<file path="src/rtl/dmarep_pkg.sv">
package dmarep_pkg;

    localparam int unsigned ADDR_W = 24;
    localparam int unsigned IOA_W  = 8;
    localparam int unsigned CNT_W  = 8;
    localparam int unsigned DATA_W = 16;
    localparam int unsigned SEL_W  = 3;
    localparam int unsigned NSEL   = 5;

    localparam int unsigned CTRL_EN   = 0;
    localparam int unsigned CTRL_DEC  = 1;
    localparam int unsigned CTRL_WORD = 2;
    localparam int unsigned CTRL_RX   = 3;

    typedef logic [ADDR_W-1:0] addr_t;
    typedef logic [IOA_W-1:0]  ioa_t;
    typedef logic [CNT_W-1:0]  cnt_t;
    typedef logic [DATA_W-1:0] data_t;

    typedef enum logic [SEL_W-1:0] {
        SEL_MEM  = 3'd0,
        SEL_IO   = 3'd1,
        SEL_CUR  = 3'd2,
        SEL_INIT = 3'd3,
        SEL_CTRL = 3'd4
    } regsel_e;

    typedef struct packed {
        logic en;
        logic dec;
        logic word;
        logic rx_src;
    } mode_t;

    typedef enum logic [1:0] {
        ST_IDLE  = 2'd0,
        ST_READ  = 2'd1,
        ST_WRITE = 2'd2
    } xfer_st_e;

    typedef struct packed {
        addr_t src;
        addr_t dst;
    } ends_t;

    // Peripheral address widened with ones in the upper bits
    function automatic addr_t io_ea(ioa_t a);
        return {{(ADDR_W-IOA_W){1'b1}}, a};
    endfunction

    function automatic addr_t step_of(logic word);
        return word ? addr_t'(2) : addr_t'(1);
    endfunction

    // Bytes covered by one buffer cycle: count (0 means 2^CNT_W) scaled by size
    function automatic addr_t span_of(logic word, cnt_t n);
        addr_t len;
        len = (n == '0) ? addr_t'(32'd1 << CNT_W) : addr_t'(n);
        return word ? (len << 1) : len;
    endfunction

endpackage

</file>
<file path="src/rtl/dmarep_regs.sv">
module dmarep_regs
    import dmarep_pkg::*;
(
    input  logic             clk,
    input  logic             rst,
    input  logic             cfg_we,
    input  logic [SEL_W-1:0] cfg_sel,
    input  addr_t            cfg_wdata,
    input  logic             upd,
    input  addr_t            mem_nxt,
    input  cnt_t             cnt_nxt,
    output mode_t            mode_q,
    output addr_t            mem_q,
    output ioa_t             io_q,
    output cnt_t             cnt_q,
    output cnt_t             init_q
);

    logic [NSEL-1:0] hit;
    logic            wr_open;

    genvar gi;
    generate
        for (gi = 0; gi < NSEL; gi++) begin : g_dec
            assign hit[gi] = cfg_we && (cfg_sel == SEL_W'(gi));
        end
    endgenerate

    assign wr_open = ~mode_q.en;

    always_ff @(posedge clk) begin
        if (rst) begin
            mode_q <= '0;
            mem_q  <= '0;
            io_q   <= '0;
            cnt_q  <= '0;
            init_q <= '0;
        end else begin
            if (upd) begin
                mem_q <= mem_nxt;
                cnt_q <= cnt_nxt;
            end
            if (hit[SEL_MEM] && wr_open)
                mem_q <= cfg_wdata;
            if (hit[SEL_IO] && wr_open)
                io_q <= cfg_wdata[IOA_W-1:0];
            if (hit[SEL_CUR] && wr_open)
                cnt_q <= cfg_wdata[CNT_W-1:0];
            if (hit[SEL_INIT] && wr_open)
                init_q <= cfg_wdata[CNT_W-1:0];
            if (hit[SEL_CTRL]) begin
                mode_q.en <= cfg_wdata[CTRL_EN];
                if (wr_open) begin
                    mode_q.dec    <= cfg_wdata[CTRL_DEC];
                    mode_q.word   <= cfg_wdata[CTRL_WORD];
                    mode_q.rx_src <= cfg_wdata[CTRL_RX];
                end
            end
        end
    end


    io_fixed_chk: assert property (@(posedge clk) disable iff (rst)
        $past(mode_q.en) |-> $stable(io_q));


    init_fixed_chk: assert property (@(posedge clk) disable iff (rst)
        $past(mode_q.en) |-> $stable(init_q));


    cnt_move_chk: assert property (@(posedge clk) disable iff (rst)
        ($past(mode_q.en) && !$stable(cnt_q)) |->
        ((cnt_q == cnt_t'($past(cnt_q) - cnt_t'(1))) || (cnt_q == init_q)));

endmodule

</file>
<file path="src/rtl/dmarep_step.sv">
module dmarep_step
    import dmarep_pkg::*;
(
    input  mode_t mode,
    input  addr_t mem_q,
    input  cnt_t  cnt_q,
    input  cnt_t  init_q,
    output addr_t mem_nxt,
    output cnt_t  cnt_nxt
);

    cnt_t  cnt_dec;
    logic  reload;
    addr_t step;
    addr_t span;
    addr_t stepped;

    always_comb begin
        cnt_dec = cnt_q - cnt_t'(1);
        reload  = (cnt_dec == '0);
        step    = step_of(mode.word);
        span    = span_of(mode.word, init_q);
        stepped = mode.dec ? (mem_q - step) : (mem_q + step);
        if (reload) begin
            cnt_nxt = init_q;
            mem_nxt = mode.dec ? (stepped + span) : (stepped - span);
        end else begin
            cnt_nxt = cnt_dec;
            mem_nxt = stepped;
        end
    end

endmodule

</file>
<file path="src/rtl/dmarep_seq.sv">
module dmarep_seq
    import dmarep_pkg::*;
(
    input  logic  clk,
    input  logic  rst,
    input  mode_t mode,
    input  addr_t mem_q,
    input  ioa_t  io_q,
    input  logic  req_rx,
    input  logic  req_gen,
    input  logic  bus_ack,
    input  data_t bus_rdata,
    output logic  bus_rd,
    output logic  bus_wr,
    output logic  bus_word,
    output addr_t bus_addr,
    output data_t bus_wdata,
    output logic  upd
);

    xfer_st_e state_q;
    logic     pend_q;
    data_t    data_q;
    logic     req_sel;
    logic     start;
    ends_t    ends;

    assign req_sel = mode.rx_src ? req_rx : req_gen;
    assign start   = (state_q == ST_IDLE) && pend_q && mode.en;

    always_comb begin
        if (mode.rx_src) begin
            ends.src = io_ea(io_q);
            ends.dst = mem_q;
        end else begin
            ends.src = mem_q;
            ends.dst = io_ea(io_q);
        end
    end

    always_ff @(posedge clk) begin
        if (rst) begin
            pend_q <= 1'b0;
        end else if (!mode.en) begin
            pend_q <= 1'b0;
        end else if (req_sel) begin
            pend_q <= 1'b1;
        end else if (start) begin
            pend_q <= 1'b0;
        end
    end

    always_ff @(posedge clk) begin
        if (rst) begin
            state_q <= ST_IDLE;
            data_q  <= '0;
        end else begin
            case (state_q)
                ST_IDLE: if (start) state_q <= ST_READ;
                ST_READ: if (bus_ack) begin
                    data_q  <= bus_rdata;
                    state_q <= ST_WRITE;
                end
                ST_WRITE: if (bus_ack) state_q <= ST_IDLE;
                default: state_q <= ST_IDLE;
            endcase
        end
    end

    assign bus_rd    = (state_q == ST_READ);
    assign bus_wr    = (state_q == ST_WRITE);
    assign bus_addr  = bus_wr ? ends.dst : ends.src;
    assign bus_word  = mode.word;
    assign bus_wdata = data_q;
    assign upd       = bus_wr && bus_ack;


    wr_after_rd_chk: assert property (@(posedge clk) disable iff (rst)
        $rose(bus_wr) |-> $past(bus_rd && bus_ack));


    start_enabled_chk: assert property (@(posedge clk) disable iff (rst)
        $rose(bus_rd) |-> $past(mode.en));


    idle_after_wr_chk: assert property (@(posedge clk) disable iff (rst)
        $fell(bus_wr) |-> $past(bus_ack));

endmodule

</file>
<file path="src/rtl/dmarep_top.sv">
module dmarep_top
    import dmarep_pkg::*;
(
    input  logic              clk,
    input  logic              rst,
    input  logic              cfg_we,
    input  logic [SEL_W-1:0]  cfg_sel,
    input  logic [ADDR_W-1:0] cfg_wdata,
    input  logic              req_rx,
    input  logic              req_gen,
    output logic              bus_rd,
    output logic              bus_wr,
    output logic              bus_word,
    output logic [ADDR_W-1:0] bus_addr,
    output logic [DATA_W-1:0] bus_wdata,
    input  logic [DATA_W-1:0] bus_rdata,
    input  logic              bus_ack
);

    mode_t mode_q;
    addr_t mem_q;
    ioa_t  io_q;
    cnt_t  cnt_q;
    cnt_t  init_q;
    addr_t mem_nxt;
    cnt_t  cnt_nxt;
    logic  upd;

    dmarep_regs u_regs (
        .clk       (clk),
        .rst       (rst),
        .cfg_we    (cfg_we),
        .cfg_sel   (cfg_sel),
        .cfg_wdata (cfg_wdata),
        .upd       (upd),
        .mem_nxt   (mem_nxt),
        .cnt_nxt   (cnt_nxt),
        .mode_q    (mode_q),
        .mem_q     (mem_q),
        .io_q      (io_q),
        .cnt_q     (cnt_q),
        .init_q    (init_q)
    );

    dmarep_step u_step (
        .mode    (mode_q),
        .mem_q   (mem_q),
        .cnt_q   (cnt_q),
        .init_q  (init_q),
        .mem_nxt (mem_nxt),
        .cnt_nxt (cnt_nxt)
    );

    dmarep_seq u_seq (
        .clk       (clk),
        .rst       (rst),
        .mode      (mode_q),
        .mem_q     (mem_q),
        .io_q      (io_q),
        .req_rx    (req_rx),
        .req_gen   (req_gen),
        .bus_ack   (bus_ack),
        .bus_rdata (bus_rdata),
        .bus_rd    (bus_rd),
        .bus_wr    (bus_wr),
        .bus_word  (bus_word),
        .bus_addr  (bus_addr),
        .bus_wdata (bus_wdata),
        .upd       (upd)
    );

endmodule

</file>
<file path="config.mk">
export PLATFORM = sky130hd
export DESIGN_NAME = dmarep_top
export DESIGN_NICKNAME = d
export VERILOG_FILES = /design/src/rtl/dmarep_pkg.sv /design/src/rtl/dmarep_regs.sv /design/src/rtl/dmarep_step.sv /design/src/rtl/dmarep_seq.sv /design/src/rtl/dmarep_top.sv
export SDC_FILE = /design/constraint.sdc
export NUM_CORES = 1
export LEC_CHECK = 0
export ABC_AREA = 1
export BUFFER_PORTS_ARGS = -buffer_cell sky130_fd_sc_hd__buf_2
export CAP_MARGIN = 40
export CELL_PAD_IN_SITES_DETAIL_PLACEMENT = 0
export CELL_PAD_IN_SITES_GLOBAL_PLACEMENT = 1
export CORE_MARGIN = 2
export CORE_UTILIZATION = 44
export DETAILED_ROUTE_END_ITERATION = 10
export PLACE_DENSITY_LB_ADDON = 0.3
export SLEW_MARGIN = 20
export SYNTH_ARGS = -nofsm -noshare
export SYNTH_HDL_FRONTEND = slang
export SYNTH_SLANG_ARGS = --single-unit
</file>
<file path="constraint.sdc">
create_clock -name clk -period 9.66 [get_ports clk]
set_clock_uncertainty 0.2 [all_clocks]
set_input_delay 1.449 -clock clk [delete_from_list [all_inputs] [get_ports clk]]
set_output_delay 1.449 -clock clk [all_outputs]
set_load 0.05 [all_outputs]
</file>
**Word level (Yosys, flattened, before mapping)**

Cells that the tools add are included.

- Add/sub/neg operators: 5
- Multipliers: 0
- Div/mod/pow operators: 0
- Magnitude comparators: 0
- Eq/ne operators: 9
- Shifts and indexed selects: 0
- Multiplexer cells: 20
- Bitwise logic cells: 1
- Reduce and logical (&&, ||, !) cells: 23

Operator list:

| kind | number |
|---|---|
| $mux 24 | 7 |
| $add 24x24->24 | 2 |
| $mux 48 | 1 |
| $sub 24x24->24 | 2 |
| $mux 8 | 3 |
| $logic_not 8->1 | 2 |
| $logic_and 1x1->1 | 12 |
| $mux 9 | 1 |
| $mux 2 | 4 |
| $sub 8x1->8 const B | 1 |
| $eq 3x2->1 const B | 2 |
| $pmux 2 s3 | 1 |
| $reduce_bool 2->1 | 3 |
| $ne 2x1->1 const B | 2 |
| $reduce_and 2->1 | 2 |
| $eq 3x1->1 const B | 1 |
| $eq 3x3->1 const B | 1 |
| $logic_not 3->1 | 1 |
| $mux 1 | 3 |
| $reduce_and 3->1 | 1 |
| $eq 2x1->1 const B | 1 |
| $eq 2x2->1 const B | 1 |
| $logic_not 2->1 | 1 |
| $ne 2x2->1 const B | 1 |
| other kinds (2) | 2 |

- Register bits after elaboration: 71
- Bits in latches: 0
- RAM bits: 0
- ROM bits: 0
- Input bits: 49
- Output and inout port bits: 43
- Memories: 0

**Logic depth before layout (Yosys ltp)**

Gate-level depths: netlist of the first run.

- Depth in word-level cells: 8
- Mapped depth: 29
- Depth with buffers taken out: 27

**By module**

From an unflattened synthesis of the first run, not the netlist that was laid out.

- Cell total of the unflattened synthesis: 1285
- Area, all modules: 7420.9 µm²

By module, submodules not included:

| module | instances | cells each | area each (µm²) | seq. area each (µm²) |
|---|---|---|---|---|
| dmarep_step | 1 | 707 | 3761.1 | 0.0 |
| dmarep_regs | 1 | 370 | 2424.8 | 1041.0 |
| dmarep_seq | 1 | 208 | 1234.9 | 380.4 |

**Worst setup path before layout of the first run**

No wires, ideal clock.

- Path type: register to output
- Start: register u_seq.state_q[1]
- End: output port bus_addr[0]
- Data arrival time: 2.452 ns
- Setup slack: 5.559 ns
- Stages on the path, launching flop included: 6
- Path through: dfxtp_1 -> inv_1 -> nor2_2 -> xor2_1 -> clkbuf_1 -> o21ai_0

- Longest elaborated chain between the ends: 2

RTL lines:

| item | line | text |
|---|---|---|
| start, declared | dmarep_seq.sv:21 | `xfer_st_e state_q;` |
| start signal, assigned | dmarep_seq.sv:55 | `state_q <= ST_IDLE;` |
| start signal, assigned | dmarep_seq.sv:59 | `ST_IDLE: if (start) state_q <= ST_READ;` |
| start signal, assigned | dmarep_seq.sv:62 | `state_q <= ST_WRITE;` |
| $eq 2x2->1 | dmarep_seq.sv:71 | `assign bus_wr = (state_q == ST_WRITE);` |
| net bus_wr | dmarep_top.sv:12 | `output logic bus_wr,` |
| $mux 24 | dmarep_seq.sv:72 | `assign bus_addr = bus_wr ? ends.dst : ends.src;` |
| end, declared | dmarep_top.sv:14 | `output logic [ADDR_W-1:0] bus_addr,` |

The timed path passes the listed nets, and every way through them passes these cells.

**Worst setup path after layout of the first run**

- Start: register u_regs.mode_q[1] (netlist name)
- End: register u_regs.mem_q[23]

- Longest elaborated chain between the ends: 8

RTL lines:

| item | line | text |
|---|---|---|
| $mux 2 | dmarep_pkg.sv:52 | `return word ? addr_t'(2) : addr_t'(1);` |
| $add 24x24->24 / $sub 24x24->24 (equally long branches) | dmarep_step.sv:23 | `stepped = mode.dec ? (mem_q - step) : (mem_q + step);` |
| $mux 24 | dmarep_step.sv:23 |  |
| $sub 24x24->24 / $add 24x24->24 (equally long branches) | dmarep_step.sv:26 | `mem_nxt = mode.dec ? (stepped + span) : (stepped - span);` |
| $mux 24 | dmarep_step.sv:26 |  |
| $mux 24 * | dmarep_step.sv:24 | `if (reload) begin` |
| $mux 24 * | dmarep_regs.sv:39 | `if (upd) begin` |
| $mux 24 * | dmarep_regs.sv:43 | `if (hit[SEL_MEM] && wr_open)` |
| end signal, assigned | dmarep_regs.sv:40 | `mem_q <= mem_nxt;` |
| end signal, assigned | dmarep_regs.sv:44 | `mem_q <= cfg_wdata;` |
| end, declared | dmarep_regs.sv:13 | `output addr_t mem_q,` |

Every way passes the cells marked *; elsewhere a longest branch is shown, timed or not. The select of a mux whose other input is x is not followed.
A chain may end at the register's enable or synchronous reset.

==> results.cfg, run 1 <==
[worst_setup_path]
worstPathCellList = inv_1, ha_1, fa_1, nor3_1, nor2_1, o21ai_1, nand2_1, nand3_1, nand2_1, ha_1, nand2_1, nand2_1, nand2_1, nand2_1, a21oi_1, nand3_1, nand2_1, inv_1, nor2_1, nand2_1, nand3_1, nand2_1, a21oi_2
crit_path_max_fanout = 19
r2r_start = u_regs.mode_q[1]
reg2reg_to = u_regs.mem_q[23]
critical_path_class = reg -> reg
critical_path_buf_inv_count = 2
critical_path_required_ps = 9750
slowest_stage = dfxtp_1
ff2ff_setup_slack_ps = 5430
arrival_ps = 4320
cpMostUsedCell = nand2_1
reg2reg_depth = 23
path_depth = 23
worstSetupEndpointType = flop
startpoint = u_regs.mode_q[1]
critPathTopFamily = simple AND/OR/NAND/NOR gates
cpPeakStageDelay_ps = 670
crit_path_start_kind = flop
timing.critical_path.to = u_regs.mem_q[23]

[sta]
tightestPinTransition_ps = 723
rsz0062_at_grt = false
fin_setup_tns_ps = 0
slew_headroom = 0.518
setup_violations = 0
timing.fmax_ghz = 0.236
finalMaxSlewViolations = 0
fin_crit_sh = 0.438
hold_violations = 0
min_period_ps = 4230

[global_routing]
gr-usage-met3 = 0.0432
grt.total_usage = 0.261
grt_busiest_layer = met2
antenna_found_initial = 0
grt_pass1_wl_mm = 34.0
gr-total-overflow = 0
met1_usage = 0.325
grt_max_degree = 36
use_met2 = 0.461
grt_pass1_vias = 6794

[yosys]
syn_nets = 1236
synth_top_area_share = 0.207
yosysWarnings = 0
yosys.area.top_type = dfxtp_1
syn_avg_cell_area_sq_um = 6.04
synthTopCellsByArea = dfxtp_1, nand2_1, inv_1, ha_1, a21oi_1
synth_edf_count = 0
ys_seq_area_frac = 0.207
syn_inst = 1136
synth-main-ff-cell = dfxtp_1
async_reset_ff_frac = 0
synthDistinctLibCells = 50
syn-cell-area_sq_mm = 0.00686
yosys_register_bits = 71

[clocking]
cts_tree = yes
cts_hold_buf = 0
post_cts_buffers = 0
clock-sinks = 71
path_clk_slew_ps = 60
cts-root-buf = clkbuf_16
cts_resized = 0
clock_latency_ps = 350
cts_buffer_depth = 2
numCtsBuffers = 9
htreeDepth = 3

[placed_design]
finalWeightedCongestion = 0.956
io_buffers = 91
place_area_sq_mm = 0.00747
place_inst = 1393
dp_hpwl_mm = 17.6

[floorplan]
row_count = 45
fp.dieW_um = 129
dieHeight_um = 129
ios = 92
initial_core_util = 0.451
fp.coreArea_sq_mm = 0.0152
die-area_sq_mm = 0.0166

[route]
wirelength_mm = 21.6
drtPass1Iterations = 5
wl_per_cell_um = 15.3
vias_per_cell = 5.26
drtIter0Drc = 399
postRouteAntennaNets = 0
drcViolationCount = 0
vias = 7403

[finish]
layout-drive-gt1-share = 0.122
antenna_cells = 0
instances_no_fill = 1408
fill_cells = 1674
syn_to_final_growth_pct = 13.7
final_net_count = 1316
fin_area_sq_mm = 0.00779
final_core_util = 0.513

[min_path]
min_path_type = reg -> reg

[power_and_ir_drop]
ir_worst_vdd_uv = 105
leakage_uw = 0.00407
powerDensity_mw_per_mm2 = 125

[job]
maxCapViolations = 0

[run_status]
run_status = finished, final reports clean
through the flow:
stage                     power, uW  setup slack [ps]  hold WS, ps
final                           978              5430          258
after floorplan                 538              5560          261
after global placement          616              5480          246
after global routing           1030              4920          274
after CTS                       983              5460          262
after detailed placement        617              5490          252
registers in the layout, summed over array words and instances (netlist names):
register         cells
u_seq.pend_q         1
u_seq.bus_wdata     16
u_regs.init_q        8
u_regs.io_q          8
u_regs.mem_q        24
u_regs.cnt_q         8
u_seq.state_q        2
u_regs.mode_q        4
cell usage after synthesis, types with 2 or more instances:
library cell and n:
nor2_4 2, inv_1 166, nor3_1 13, inv_2 5
nand3_2 3, xnor2_1 9, o21bai_1 11, a21oi_2 3
dfxtp_1 71, o21ai_0 74, xor2_1 25, o22ai_1 3
buf_6 4, nor2_2 7, clkbuf_1 13, nand2_2 5
ha_1 49, or2_1 4, nand3_1 79, fa_1 2
a21o_1 3, buf_1 2, o211ai_1 6, o21a_1 2
and2_1 3, o21ai_1 11, o211ai_2 2, nor2_1 85
nand2_1 310, a31oi_1 10, a41oi_1 3, buf_2 10
a21oi_1 102, o221ai_1 4, nand4_1 20
worst min path at each step:
stage	startpoint	endpoint	slack, ps	cells after the start
floorplan	u_regs.cnt_q[0]	u_regs.cnt_q[0]	260	2
global placement	u_seq.bus_wdata[14]	u_seq.bus_wdata[14]	250	2
detailed placement	u_seq.bus_wdata[9]	u_seq.bus_wdata[9]	250	2
CTS	u_seq.bus_wdata[13]	u_seq.bus_wdata[13]	260	2
global route	u_seq.bus_wdata[13]	u_seq.bus_wdata[13]	270	2
finish	u_seq.bus_wdata[7]	u_seq.bus_wdata[7]	260	2
cells in the final DEF, fill, tap and decap left out, drive strengths merged, types with 5 or more instances in the layout:
master	Yosys	layout
nand4	20	20
or2	5	5
dfxtp	71	71
nor3	14	14
xor2	26	26
a21oi	105	105
clkbuf	13	9
nand2	315	315
a31oi	10	10
nand3	83	83
o21bai	11	11
inv	171	173
o21ai	86	86
o211ai	8	8
buf	17	99
nor2	94	94
xnor2	9	9
ha	49	49
area by class of cell:
cell class / instances / area [sq um] / area share
clock inverter: 6 / 93.8 / 0.0120
clock buffer: 9 / 225 / 0.0289
multi-input combinational: 863 / 4630 / 0.594
timing repair buffer: 99 / 539 / 0.0692
sequential: 71 / 1420 / 0.182
inverter: 172 / 651 / 0.0835
tap: 188 / 235 / 0.0302
cell families after synthesis:
family,count (synthesis),share of synthesized area
simple gates,536,0.334
compound gates,240,0.198
buf+inv,202,0.118
flops,71,0.207
fa+ha+maj,51,0.0953
xor+xnor,35,0.0458
mux,1,0.00146
worst reg2reg max path, delay by kind of cell (launching register included):
kind / cells / cell delay (ps)
flip-flops: 1 / 670
buffers and inverters: 2 / 230
AND/OR/NAND/NOR: 15 / 1480
adder cells (fa/ha/maj): 3 / 1030
AO/OA/AOI/OAI: 3 / 570
per-layer routing:
metal  wire (um)  share of wire
met4         443          0.021
met5           0              0
met1        9450           0.44
met3        1050          0.048
met2       10700           0.49
report_power, final:
part | internal (uW) | leakage [uW] | switching (uW)
registers | 299 | 0.000574 | 5.73
clock network | 227 | 0.000153 | 139
logic | 103 | 0.00334 | 205
(Power assumes the default switching activity.)
==> inputs of run 2 (changes only) <==
Settings changed: ABC_AREA 1 to 0, CORE_UTILIZATION 44 to 38.
Clock period 9.66 ns to 3.6 ns, I/O delays scaled along.
==> run 2 against run 1 <==
  * The flow now finishes with violations (negative setup slack)
  * Critical path depth shrank 4
  * Synthesized cell count shrank 27%
  * Final cell count shrank 5.5%
  * Clock-buffer cell count is the same
  * Core utilization grew 8.4 points
  * Sequential share of layout area shrank 3.1 points
  * Die area grew 3.6%
  * Highest routed layer unchanged
==> results.cfg, run 2 <==
[run_status]
run_status = finished, violations left
violations = negative setup slack

[finish]
largest_register_ffs = 24
final_net_count = 1209
fin_area_sq_mm = 0.00945
antenna_cells = 0
final_common_cell = buf_4
fill_cells = 1486
multi_input_area_sq_mm = 0.00514
final_cell_mix = buf_4, nand2_1, buf_2, nor2_1, a21oi_1
regMostFlops = u_regs.mem_q
regArea_sq_mm = 0.00143
syn_to_final_growth_pct = 53.9
layout-drive-gt1-share = 0.399

[sta]
timing.fmax_ghz = 0.239
slew_headroom = 0.521
fin_setup_tns_ps = -6050
hold_violations = 0
setup_slack_ps = -580
tightestPinTransition_ps = 716
min_period_ps = 4180
rsz0062_at_grt = true
setup_violations = 14
finalMaxSlewViolations = 0
fin_crit_sh = 1.16

[yosys]
synth-compound-area-share = 0.266
synth_xor_area_frac = 0.0656
yosysMostFrequentCell = nand2_1
synth-main-ff-cell = dfxtp_1
async_reset_ff_frac = 0
ys_seq_area_frac = 0.231
synth.area.mux_share = 0.0572
syn-cell-area_sq_mm = 0.00614
synth_adder_area_share = 0.106
ys_top_cells_by_count = nand2_1, a21oi_1, nor2_1, dfxtp_1, ha_1
yosysWarnings = 0
syn_inst = 827
yosys.area.top_type = dfxtp_1
syn_nets = 927
syn_avg_cell_area_sq_um = 7.43
synth_simple_gate_area_frac = 0.233
synthTopCellsByArea = dfxtp_1, ha_1, a21oi_1, nand2_1, nor2_1
synth_top_area_share = 0.231
synthDistinctLibCells = 61
synth_top_family_by_area = compound AO/OA/AOI/OAI gates
synth_edf_count = 0
yosys_register_bits = 71

[floorplan]
row_count = 46
die-area_sq_mm = 0.0172
fp.coreArea_sq_mm = 0.0158
ios = 92
initial_core_util = 0.388
fp.dieW_um = 131
dieHeight_um = 131

[power_and_ir_drop]
leakage_uw = 0.00441
powerDensity_mw_per_mm2 = 279
ir_worst_vdd_uv = 298

[clocking]
numCtsBuffers = 9
path_clk_slew_ps = 70
clock-sinks = 71
cts_tree = yes
cts_buffer_depth = 2
htreeDepth = 3
cts-root-buf = clkbuf_16
clock_latency_ps = 350
cts_hold_buf = 0

[global_routing]
met1_usage = 0.301
grt_pass1_wl_mm = 34.1
antenna_found_initial = 0
gr-usage-met3 = 0.0382
use_met2 = 0.423
grt.total_usage = 0.241
grt_pass1_vias = 6843
grt_busiest_layer = met2
grt_max_degree = 61
gr-total-overflow = 0

[worst_setup_path]
worstPathCellList = buf_6, ha_4, nor2b_4, o31a_1, buf_4, or2_4, o21ai_4, xnor2_2, ha_1, nand2_2, nor4_4, a21oi_2, buf_4, a21oi_4, a221oi_4, or4_1, o311a_1, o2bb2ai_2, o32ai_2
cpMostUsedCell = buf_4
crit_path_start_kind = flop
critical_path_buf_inv_count = 3
worstSetupEndpointType = flop
critical_path_required_ps = 3670
slowest_stage = or4_1
arrival_ps = 4250
cpPeakStageDelay_ps = 490
critical_path_class = reg -> reg
critPathTopFamily = compound AO/OA/AOI/OAI gates
crit_path_max_fanout = 5

[route]
wirelength_mm = 21.5
drtPass1Iterations = 4
wl_per_cell_um = 16.1
drtIter0Drc = 393
vias = 6990
drcViolationCount = 0
postRouteAntennaNets = 0
vias_per_cell = 5.26

[placed_design]
finalWeightedCongestion = 0.933
dp_hpwl_mm = 15.5
io_buffers = 91
place_area_sq_mm = 0.00826

[min_path]
min_path_type = in -> reg

[job]
maxCapViolations = 0
==> run 2: per-stage QoR <==
stage          setup WS [ps]  power (uW)  cells   util  hold WS (ps)
3_5_place_dp            -696        1570   1271  0.522           243
5_1_grt                 -800        2760   1330  0.597           225
3_3_place_gp            -666        1560   1271  0.522           239
6_report                -580        2630   1330  0.597           219
2_1_floorplan           -611        1280    827      -           229
4_1_cts                 -521        2590   1316  0.573           202
==> run 2: area by class of cell <==
type | instances | area share
multi-input cells | 690 | 0.544
repair buffers | 317 | 0.237
flip-flops and latches | 71 | 0.151
well taps | 216 | 0.0286
clock buffers | 9 | 0.0238
inverters | 20 | 0.00847
clock inverters | 7 | 0.00728
==> run 2: kinds of logic (layout without fill, tap and decap cells) <==
logic type,after synthesis,in the layout
muxes,34,34
DFF,71,71
AOI/OAI and AO/OA,253,253
adders and majority gates,51,51
xor gates and xnor gates,46,46
and+or+nand+nor,306,306
buffers and inverters,66,353
==> run 2: metal layers <==
layer  share of wire  wire, um
met1            0.44      9510
met2            0.49     10600
met3           0.036       764
met4           0.028       611
met5               0         0
==> run 2: timing repair <==
action / 4_1_cts / 5_1_grt
setup endpoints to repair: 16 / 18
pin swaps: 65 / 43
setup buffers: 30 / 14
resized for setup: 61 / 45
==> run 2: worst paths after layout <==
path / start / to / slack, ps / cells past startpoint
worst max-delay path: u_regs.mode_q[2] / u_regs.mem_q[23] / -580 / 19
worst min-delay path: bus_rdata[0] / u_seq.bus_wdata[0] / 220 / 3
worst max register to register: u_regs.mode_q[2] / u_regs.mem_q[23] / -580 / 19
worst min register to register: u_seq.bus_wdata[9] / u_seq.bus_wdata[9] / 250 / 2
==> run 2: worst min-delay path, cell delays in order <==
cell	delay, ps
buf_2	90
nand2_1	50
a21oi_1	50
==> run 2: report_power, final <==
group          internal, uW  switching, uW
combinational           439            456
clock                   491            435
sequential              799           15.5
total                  1730            906
==> inputs of run 3 (changes only) <==
Settings changed: MAX_ROUTING_LAYER from default to met4.
==> run 3 against run 2 <==
  * The flow still finishes with violations (negative setup slack)
  * Critical path depth down 2
  * Die area is the same
  * Non-clock buffer count down 4
  * Clock power is 2% lower
  * Register-to-register slack got worse by 70 ps
  * First-iteration DRC count grew 26%
  * Design area is 1.0% higher
  * Via count rose by 2.5%
  * Critical path type unchanged
  * Highest routed layer unchanged
==> results.cfg, run 3 (same netlist as run 2, synthesis figures left out) <==
[sta]
setup_slack_ps = -649
finalMaxSlewViolations = 0
rsz0062_at_grt = true
min_period_ps = 4250
fin_crit_sh = 1.18
tightestPinTransition_ps = 858
setup_violations = 15
slew_headroom = 0.426
timing.fmax_ghz = 0.235
hold_violations = 0

[run_status]
violations = negative setup slack
run_status = finished, violations left

[worst_setup_path]
crit_path_max_fanout = 3
arrival_ps = 4310
critical_path_required_ps = 3660
worstSetupEndpointType = flop
reg2reg_depth = 17
critical_path_class = reg -> reg
r2r_start = u_regs.mode_q[1]
ff2ff_setup_slack_ps = -650
crit_path_start_kind = flop
reg2reg_to = u_regs.mem_q[21]

[clocking]
path_clk_slew_ps = 70
numCtsBuffers = 9
cts-root-buf = clkbuf_16
cts_tree = yes
cts_hold_buf = 0
cts_buffer_depth = 2
clock_latency_ps = 350
clock-sinks = 71
htreeDepth = 3

[finish]
final_common_cell = buf_4
largest_register_ffs = 24
syn_to_final_growth_pct = 55.5
antenna_cells = 0
multi_input_area_sq_mm = 0.00524
final_core_util = 0.603
final_net_count = 1205
fill_cells = 1411
layout-drive-gt1-share = 0.412
regArea_sq_mm = 0.00143
final_cell_mix = buf_4, nand2_1, buf_2, nor2_1, a21oi_1
regMostFlops = u_regs.mem_q

[min_path]
worstHoldStart = bus_rdata[3]
hold_end = u_seq.bus_wdata[3]
hold_depth = 3
min_path_type = in -> reg

[power_and_ir_drop]
switching_share = 0.345
powerDensity_mw_per_mm2 = 281
leakage_uw = 0.00439
ir_worst_vdd_uv = 248
p_sw_uw = 927
clkPwrFrac = 0.338
pwr-share-comb = 0.359
p_int_uw = 1760
p_seq_frac = 0.303

[route]
drtPass1Iterations = 5
vias_per_cell = 5.41
postRouteAntennaNets = 0
drcViolationCount = 0
vias = 7168
wl_per_cell_um = 16.6
wirelength_mm = 22.0
drtIter0Drc = 497

[global_routing]
grt_max_degree = 59
grt.total_usage = 0.256
grt_pass1_vias = 6903
grt_pass1_wl_mm = 35.2
gr-total-overflow = 0
antenna_found_initial = 0

[floorplan]
dieHeight_um = 131
initial_core_util = 0.388
ios = 92
fp.dieW_um = 131
die-area_sq_mm = 0.0172
row_count = 46
fp.coreArea_sq_mm = 0.0158

[placed_design]
dp_hpwl_mm = 15.4
io_buffers = 91
place_ws_ps = -782
finalWeightedCongestion = 0.963

[job]
maxCapViolations = 0
## run 3: cell count changes in the layout (fill, tap and decap cells not counted), moves of 3 or more
cell     before  now
a21oi_1      78   75
a21oi_2      15   18
buf_4       207  202
buf_6        17   14
## run 3: final cells by class
cell class	instances	share of cell area
clock buffer	9	0.0236
clock inverter	7	0.00642
multi-input combinational	690	0.549
inverter	20	0.00839
sequential	71	0.150
timing repair buffer	313	0.235
tap	216	0.0283
## run 3: what timing repair did
item / 4_1_cts / 5_1_grt
pin swaps: 63 / 63
resized for setup: 64 / 59
endpoints found under the hold margin: 0 / 0
buffers inserted: 33 / 11
setup endpoints to repair: 16 / 17
## run 3: power by group through the flow
stage          Combinational, uW  Clock [uW]  Sequential [uW]
2_1_floorplan                449           0              829
3_3_place_gp                 738           0              831
3_5_place_dp                 740           0              831
4_1_cts                      852         927              814
5_1_grt                     1030         958              817
6_report                     963         908              815
## run 3: layer usage
| layer | global-route usage | share of wire | vias up |
|---|---|---|---|
| li1 | - | - | 3563 |
| met5 | - | 0 | - |
| met1 | 0.318 | 0.44 | 3368 |
| met4 | 0.0930 | 0.029 | 0 |
| met2 | 0.434 | 0.50 | 189 |
| met3 | 0.0251 | 0.036 | 48 |
## run 3: critical path, cell delays in order (launching register included)
cell and delay [ps]:
dfxtp_4 380, inv_6 50, ha_4 150, fa_2 390, nor2b_4 130, o31a_1 230
o311ai_4 130, a21oi_4 200, a41oi_2 170, xnor2_2 200, ha_1 320, nand4_1 150
or3_4 440, a311oi_4 340, a31oi_2 140, xnor2_1 190, nand3_1 110, a311oi_2 230
## run 3: worst max-delay path by stage
stage	start	to	slack, ps
6_report	u_regs.mode_q[1]	u_regs.mem_q[21]	-650
5_1_grt	u_regs.mode_q[2]	u_regs.mem_q[21]	-890
4_1_cts	u_regs.mode_q[2]	u_regs.mem_q[21]	-580
3_5_place_dp	u_regs.mode_q[1]	u_regs.mem_q[21]	-780
3_3_place_gp	u_regs.mode_q[1]	u_regs.mem_q[21]	-700
2_1_floorplan	u_regs.mode_q[2]	u_regs.mem_q[21]	-610
## run 3: metrics by stage
stage	TNS (ps)	instances	area (sq um)	total power [uW]	hold WS, ps
3_5_place_dp	-7110	1273	8280	1570	245
3_3_place_gp	-6020	1273	8280	1570	239
5_1_grt	-10280	1326	9550	2810	223
6_report	-6790	1326	9550	2690	214
4_1_cts	-5790	1317	9190	2590	209
2_1_floorplan	-4380	827	6380	1280	229
